[config.mk]
export PLATFORM = sky130hd
export DESIGN_NAME = rpt_part_ctrl
export DESIGN_NICKNAME = d
export VERILOG_FILES = /design/src/rtl/rpt_part_pkg.sv /design/src/rtl/rpt_sat_cnt.sv /design/src/rtl/rpt_pkt_track.sv /design/src/rtl/rpt_part_fsm.sv /design/src/rtl/rpt_part_ctrl.sv
export SDC_FILE = /design/constraint.sdc
export NUM_CORES = 1
export LEC_CHECK = 0
export ABC_CLOCK_PERIOD_IN_PS = 3000
export CAP_MARGIN = 10
export CORE_ASPECT_RATIO = 0.8
export CORE_MARGIN = 2
export CORE_UTILIZATION = 40
export CTS_BUF_LIST = sky130_fd_sc_hd__clkbuf_16
export CTS_CLUSTER_SIZE = 28
export DETAILED_ROUTE_END_ITERATION = 10
export DONT_BUFFER_PORTS = 1
export MAX_ROUTING_LAYER = met4
export PLACE_DENSITY_LB_ADDON = 0.05
export RECOVER_POWER = 100
export SYNTH_ARGS = -nofsm -noshare
export SYNTH_HDL_FRONTEND = slang
export SYNTH_HIERARCHICAL = 1
export SYNTH_SLANG_ARGS = --single-unit
[constraint.sdc]
create_clock -name clk_i -period 3 [get_ports clk_i]
set_clock_uncertainty 0.2 [all_clocks]
set_input_delay 0.6 -clock clk_i [delete_from_list [all_inputs] [get_ports clk_i]]
set_output_delay 0.6 -clock clk_i [all_outputs]
set_load 0.005 [all_outputs]
[src/rtl/rpt_part_pkg.sv]
`timescale 1ns/1ps
package rpt_part_pkg;
  typedef enum logic [1:0] {
    ST_IDLE        = 2'd0,
    ST_COL_WATCH   = 2'd1,
    ST_PART        = 2'd2,
    ST_RECON_WATCH = 2'd3
  } part_state_e;
endpackage

[src/rtl/rpt_sat_cnt.sv]
`timescale 1ns/1ps
module rpt_sat_cnt #(
  parameter int unsigned MAX = 1024,
  localparam int unsigned W = $clog2(MAX + 1)
) (
  input  logic         clk_i,
  input  logic         rst_ni,
  input  logic         clr_i,
  input  logic         inc_i,
  output logic [W-1:0] cnt_o
);
  localparam logic [W-1:0] MaxV = W'(MAX);

  always_ff @(posedge clk_i or negedge rst_ni) begin
    if (!rst_ni)                      cnt_o <= '0;
    else if (clr_i)                   cnt_o <= '0;
    else if (inc_i && cnt_o != MaxV)  cnt_o <= cnt_o + 1'b1;
  end
endmodule

[src/rtl/rpt_pkt_track.sv]
`timescale 1ns/1ps
module rpt_pkt_track #(
  parameter int unsigned RECON_LEN = 512
) (
  input  logic clk_i,
  input  logic rst_ni,
  input  logic port_en_i,
  input  logic bit_en_i,
  input  logic act_i,
  input  logic col_i,
  output logic clean_o,
  output logic long_o
);
  localparam int unsigned LenW = $clog2(RECON_LEN + 1);
  localparam logic [LenW-1:0] LenV = LenW'(RECON_LEN);

  logic            dirty_q;
  logic [LenW-1:0] len_q;

  // dirty: packet saw a collision; cleared when activity drops
  always_ff @(posedge clk_i or negedge rst_ni) begin
    if (!rst_ni)          dirty_q <= 1'b0;
    else if (!port_en_i)  dirty_q <= 1'b0;
    else if (bit_en_i) begin
      if (!act_i)         dirty_q <= 1'b0;
      else if (col_i)     dirty_q <= 1'b1;
    end
  end

  assign clean_o = bit_en_i & act_i & ~col_i & ~dirty_q;

  rpt_sat_cnt #(.MAX(RECON_LEN)) u_len (
    .clk_i (clk_i),
    .rst_ni(rst_ni),
    .clr_i (~port_en_i | (bit_en_i & (~act_i | col_i))),
    .inc_i (clean_o),
    .cnt_o (len_q)
  );

  // true on sample RECON_LEN+1 of a clean packet and after
  assign long_o = clean_o & (len_q == LenV);
endmodule

[src/rtl/rpt_part_fsm.sv]
`timescale 1ns/1ps
module rpt_part_fsm
  import rpt_part_pkg::*;
(
  input  logic        clk_i,
  input  logic        rst_ni,
  input  logic        port_en_i,
  input  logic        bit_en_i,
  input  logic        col_i,
  input  logic        trip_i,
  input  logic        clean_i,
  input  logic        long_i,
  output part_state_e state_o
);
  part_state_e state_d;

  always_comb begin
    state_d = state_o;
    if (bit_en_i) begin
      unique case (state_o)
        ST_IDLE: begin
          if (trip_i)     state_d = ST_PART;
          else if (col_i) state_d = ST_COL_WATCH;
        end
        ST_COL_WATCH: begin
          if (trip_i)      state_d = ST_PART;
          else if (!col_i) state_d = ST_IDLE;
        end
        ST_PART: begin
          if (clean_i) state_d = ST_RECON_WATCH;
        end
        ST_RECON_WATCH: begin
          if (long_i)        state_d = ST_IDLE;
          else if (!clean_i) state_d = ST_PART;
        end
        default: state_d = ST_IDLE;
      endcase
    end
  end

  always_ff @(posedge clk_i or negedge rst_ni) begin
    if (!rst_ni)         state_o <= ST_IDLE;
    else if (!port_en_i) state_o <= ST_IDLE;
    else                 state_o <= state_d;
  end
endmodule

[src/rtl/rpt_part_ctrl.sv]
`timescale 1ns/1ps
module rpt_part_ctrl
  import rpt_part_pkg::*;
#(
  parameter int unsigned COL_LIMIT    = 1024,
  parameter int unsigned CONSEC_LIMIT = 32,
  parameter int unsigned RECON_LEN    = 512
) (
  input  logic clk_i,
  input  logic rst_ni,
  input  logic bit_en_i,
  input  logic port_en_i,
  input  logic col_i,
  input  logic tx_act_i,
  input  logic rx_act_i,
  input  logic alt_sel_i,
  output logic part_o
);
  localparam int unsigned DurW = $clog2(COL_LIMIT + 1);
  localparam int unsigned SeqW = $clog2(CONSEC_LIMIT + 1);
  localparam logic [DurW-1:0] DurTrip = DurW'(COL_LIMIT - 1);
  localparam logic [SeqW-1:0] SeqTrip = SeqW'(CONSEC_LIMIT - 1);

  part_state_e     state_q;
  logic            alt_q;
  logic            col_seen_q;
  logic [DurW-1:0] dur_q;
  logic [SeqW-1:0] seq_q;
  logic            connected, col_start, trip, pkt_act, clean, long_clean;

  always_ff @(posedge clk_i or negedge rst_ni) begin
    if (!rst_ni)        alt_q <= 1'b0;
    else if (alt_sel_i) alt_q <= 1'b1;
  end

  always_ff @(posedge clk_i or negedge rst_ni) begin
    if (!rst_ni)         col_seen_q <= 1'b0;
    else if (!port_en_i) col_seen_q <= 1'b0;
    else if (bit_en_i)   col_seen_q <= col_i;
  end

  assign connected = (state_q == ST_IDLE) || (state_q == ST_COL_WATCH);
  assign col_start = col_i & ~col_seen_q;

  rpt_sat_cnt #(.MAX(COL_LIMIT)) u_dur (
    .clk_i (clk_i),
    .rst_ni(rst_ni),
    .clr_i (~port_en_i | (bit_en_i & (~col_i | ~connected))),
    .inc_i (bit_en_i & col_i & connected),
    .cnt_o (dur_q)
  );

  rpt_sat_cnt #(.MAX(CONSEC_LIMIT)) u_seq (
    .clk_i (clk_i),
    .rst_ni(rst_ni),
    .clr_i (~port_en_i | (bit_en_i & (~connected | long_clean))),
    .inc_i (bit_en_i & col_start & connected),
    .cnt_o (seq_q)
  );

  assign trip = bit_en_i & col_i &
                ((dur_q == DurTrip) | (col_start & (seq_q == SeqTrip)));

  // isolated ports qualify by the selected rule; connected ones by any traffic
  assign pkt_act = (connected || !alt_q) ? (tx_act_i | rx_act_i) : tx_act_i;

  rpt_pkt_track #(.RECON_LEN(RECON_LEN)) u_pkt (
    .clk_i    (clk_i),
    .rst_ni   (rst_ni),
    .port_en_i(port_en_i),
    .bit_en_i (bit_en_i),
    .act_i    (pkt_act),
    .col_i    (col_i),
    .clean_o  (clean),
    .long_o   (long_clean)
  );

  rpt_part_fsm u_fsm (
    .clk_i    (clk_i),
    .rst_ni   (rst_ni),
    .port_en_i(port_en_i),
    .bit_en_i (bit_en_i),
    .col_i    (col_i),
    .trip_i   (trip),
    .clean_i  (clean),
    .long_i   (long_clean),
    .state_o  (state_q)
  );

  assign part_o = (state_q == ST_PART) || (state_q == ST_RECON_WATCH);
endmodule

==> qor.txt <==
Status = finished, final reports clean
Pre-CTS setup slack = 0.369 ns
Syn Nets = 229
Crit path capture type = register
Mux cell area share after synthesis = 1.13%
Min-Delay Path Class = in -> reg
Post-Synth Adder-Cell Area = 3.77%
Commonest non-fill, non-tap cell in the layout = dfrtp_1
Main combinational cell family by area after synthesis = simple AND/OR/NAND/NOR gates
H-tree depth = 2
Routed WL = 4.47 mm
Cell Area, Synth = 1990 sq um
Worst reg2reg endpoint = u_pkt/u_len/cnt_o[9]
Worst-Margin Slew = 1.46 ns
Pwr dens = 439 nW/um^2
Placed Cells incl. Taps = 273
Cell area after layout = 2200 sq um
Vias in the first global route = 1,659
Leak Pwr = 0.865 nW
Sequential group share of total power = 46.1%
Hold Crit Depth = 1
Fin crit period = 2.62 ns
Die area = 5560 sq um
Crit-path max FO = 9
Max clock buf depth = 2
Fmax = 382 MHz
Switching Power = 211 uW
Clock sink total = 32
First-pass detailed-route iteration total = 4
Port Buffers = 0
FFs w/ async S/R, synth = 100%
MaxCap Viol Count = 0
Commonest cells after routing, fill and taps aside = dfrtp_1 (32), nand2_1 (18), a21oi_1 (17)
CTS tree = built
Vias = 1,700
Initial DRC Count = 68
Postcts setup bufs = 0
Worst Setup Path Type = reg -> reg
Peak supply drop = 0.273 mV
Sequential fraction of the synthesis area = 40.3%
Num ports = 9
Setup TNS = 0 ns
Dpl cell area = 2060 sq um
Via density = 6.03
Synth Area in Compound Gates = 15.6%
Initial antenna violation count = 0
Die height = 67.1 um
Worst rel slew slack = 2.58%
Reg2reg start = u_fsm/state_o[1]
Worst Path Required = 2.95 ns
GPL Wtd Cong = 0.844
Fin. max-slew vios = 0
Die W = 82.8 um
Final Non-Filler Cells = 282
Worst hold slack = 0.220 ns
Sw Share = 21.9%
Final setup viols = 0
Count of cell types in the netlist = 51
Core ar. = 4680 sq um
Total congestion overflow = 0
Final worst-path setup slack = 0.384 ns
ANT nets after route = 0
Critical Path AT = 2.57 ns
Root Driver = clkbuf_16
Internal = 754 uW
Largest net degree at the start of global routing = 33
Ys Warns = 6
Number of synthesized flops with an enable pin = 0
Clk slew on worst S/H paths = 0.05 ns
Hold Vio Cnt, Final = 0
Final worst path period share = 87.2%
Hold path startpoint = bit_en_i
Final core area utilization = 47.0%
Routed length per instance = 15.8 um
R2r setup slk = 0.38 ns
Unrepaired setup endpoints after global routing = false
Seq cells post-synth = 32
Startpoint Class = register
CTS resizes = 0
Cell row count = 22
Xor/xnor share of the synthesized area = 2.64%
Hold-fix buffers, CTS = 2
# DRC = 0
Ant diodes = 0
Area growth syn-to-layout = 10.5%
Combinational Power Share = 5.9%
Num CTS Buffers = 5
Reg2Reg Depth = 7
Clock latency on the worst-skew pair = 0.27 ns
Total GRT Usage = 18.4%
Design Power = 965 uW
DP HPWL = 3.12 mm
Starting Density = 42.5%
Share of cells above drive strength 1 = 8.56%
Clock power share = 48.0%
Worst Hold Path EP = u_fsm/state_o[0]
Synthesized area per cell = 9.25 sq um
Synth Flop Type = dfrtp_1
First-pass GRT wire length = 7.99 mm
# nets final = 236
Simple-Gate Fraction of Synth Area = 32.6%
Fillers = 482
Post-synthesis instance total = 215
per-layer routing:
layer	part of all wire [%]	GRT usage [%]	up-vias
met5	0	-	-
met1	51	25.0	829
met2	44	27.3	33
met4	1.1	6.56	0
met3	4.4	3.97	6
li1	-	-	832
cells in the mapped netlist, types with 6 or more instances:
cell type,instances,area [sq um]
inv_1,12,45.0
or4_1,9,67.6
or3_1,8,50.1
o21ai_0,14,70.1
nand4_1,14,87.6
nor2_1,10,37.5
nand2_1,18,67.6
dfrtp_1,32,801
a21oi_1,17,85.1
ha_1,6,75.1
area by class of cell:
class / count / area [sq um] / area share (%)
timing repair buffer: 6 / 41.3 / 1.88
tap: 60 / 75.1 / 3.41
inverter: 12 / 45.0 / 2.05
multi-input combinational: 165 / 1100 / 50.2
clock inverter: 2 / 7.51 / 0.341
clock buffer: 5 / 125 / 5.69
sequential: 32 / 801 / 36.4
sequential cells by signal, indices dropped and copies added (netlist names):
signal and flops:
u_dur/cnt_o 11, u_fsm/state_o 2, u_seq/cnt_o 6, alt_q 1
u_pkt/dirty_q 1, col_seen_q 1, u_pkt/u_len/cnt_o 10
critical path, cell delays in order (launching register included):
cell and delay [ns]:
dfrtp_1 0.48, nand2_1 0.10, a21o_1 0.14, and4bb_1 0.23
clkbuf_1 0.27, nand4_1 0.30, nor4_1 0.42, mux2_2 0.37
power by group through the flow:
stage / sequential (mW) / combinational (mW) / clock, mW
after global placement: 0.452 / 0.0462 / 0
after floorplan: 0.450 / 0.0378 / 0
after global routing: 0.446 / 0.0649 / 0.506
final: 0.445 / 0.0569 / 0.463
after detailed placement: 0.452 / 0.0482 / 0
after CTS: 0.445 / 0.0620 / 0.481
logic make-up (layout without fill, tap and decap cells):
kind of cell,count (synthesis),in the layout
buffers and inverters,18,25
adders and majority gates,6,6
muxes,2,2
and+or+nand+nor,102,102
DFF,32,32
xor gates and xnor gates,6,6
AOI/OAI and AO/OA,49,49
worst max-delay path by stage:
stage | from | end | slack (ns) | cells past startpoint
after floorplan | rx_act_i | u_seq/cnt_o[0] | 0.44 | 8
after global placement | rx_act_i | u_seq/cnt_o[0] | 0.43 | 8
after detailed placement | rx_act_i | u_seq/cnt_o[0] | 0.37 | 8
after CTS | u_fsm/state_o[1] | u_seq/cnt_o[0] | 0.39 | 9
after global routing | u_fsm/state_o[1] | u_seq/cnt_o[0] | 0.18 | 9
final | u_fsm/state_o[1] | u_pkt/u_len/cnt_o[9] | 0.38 | 7
(Power assumes the default switching activity.)
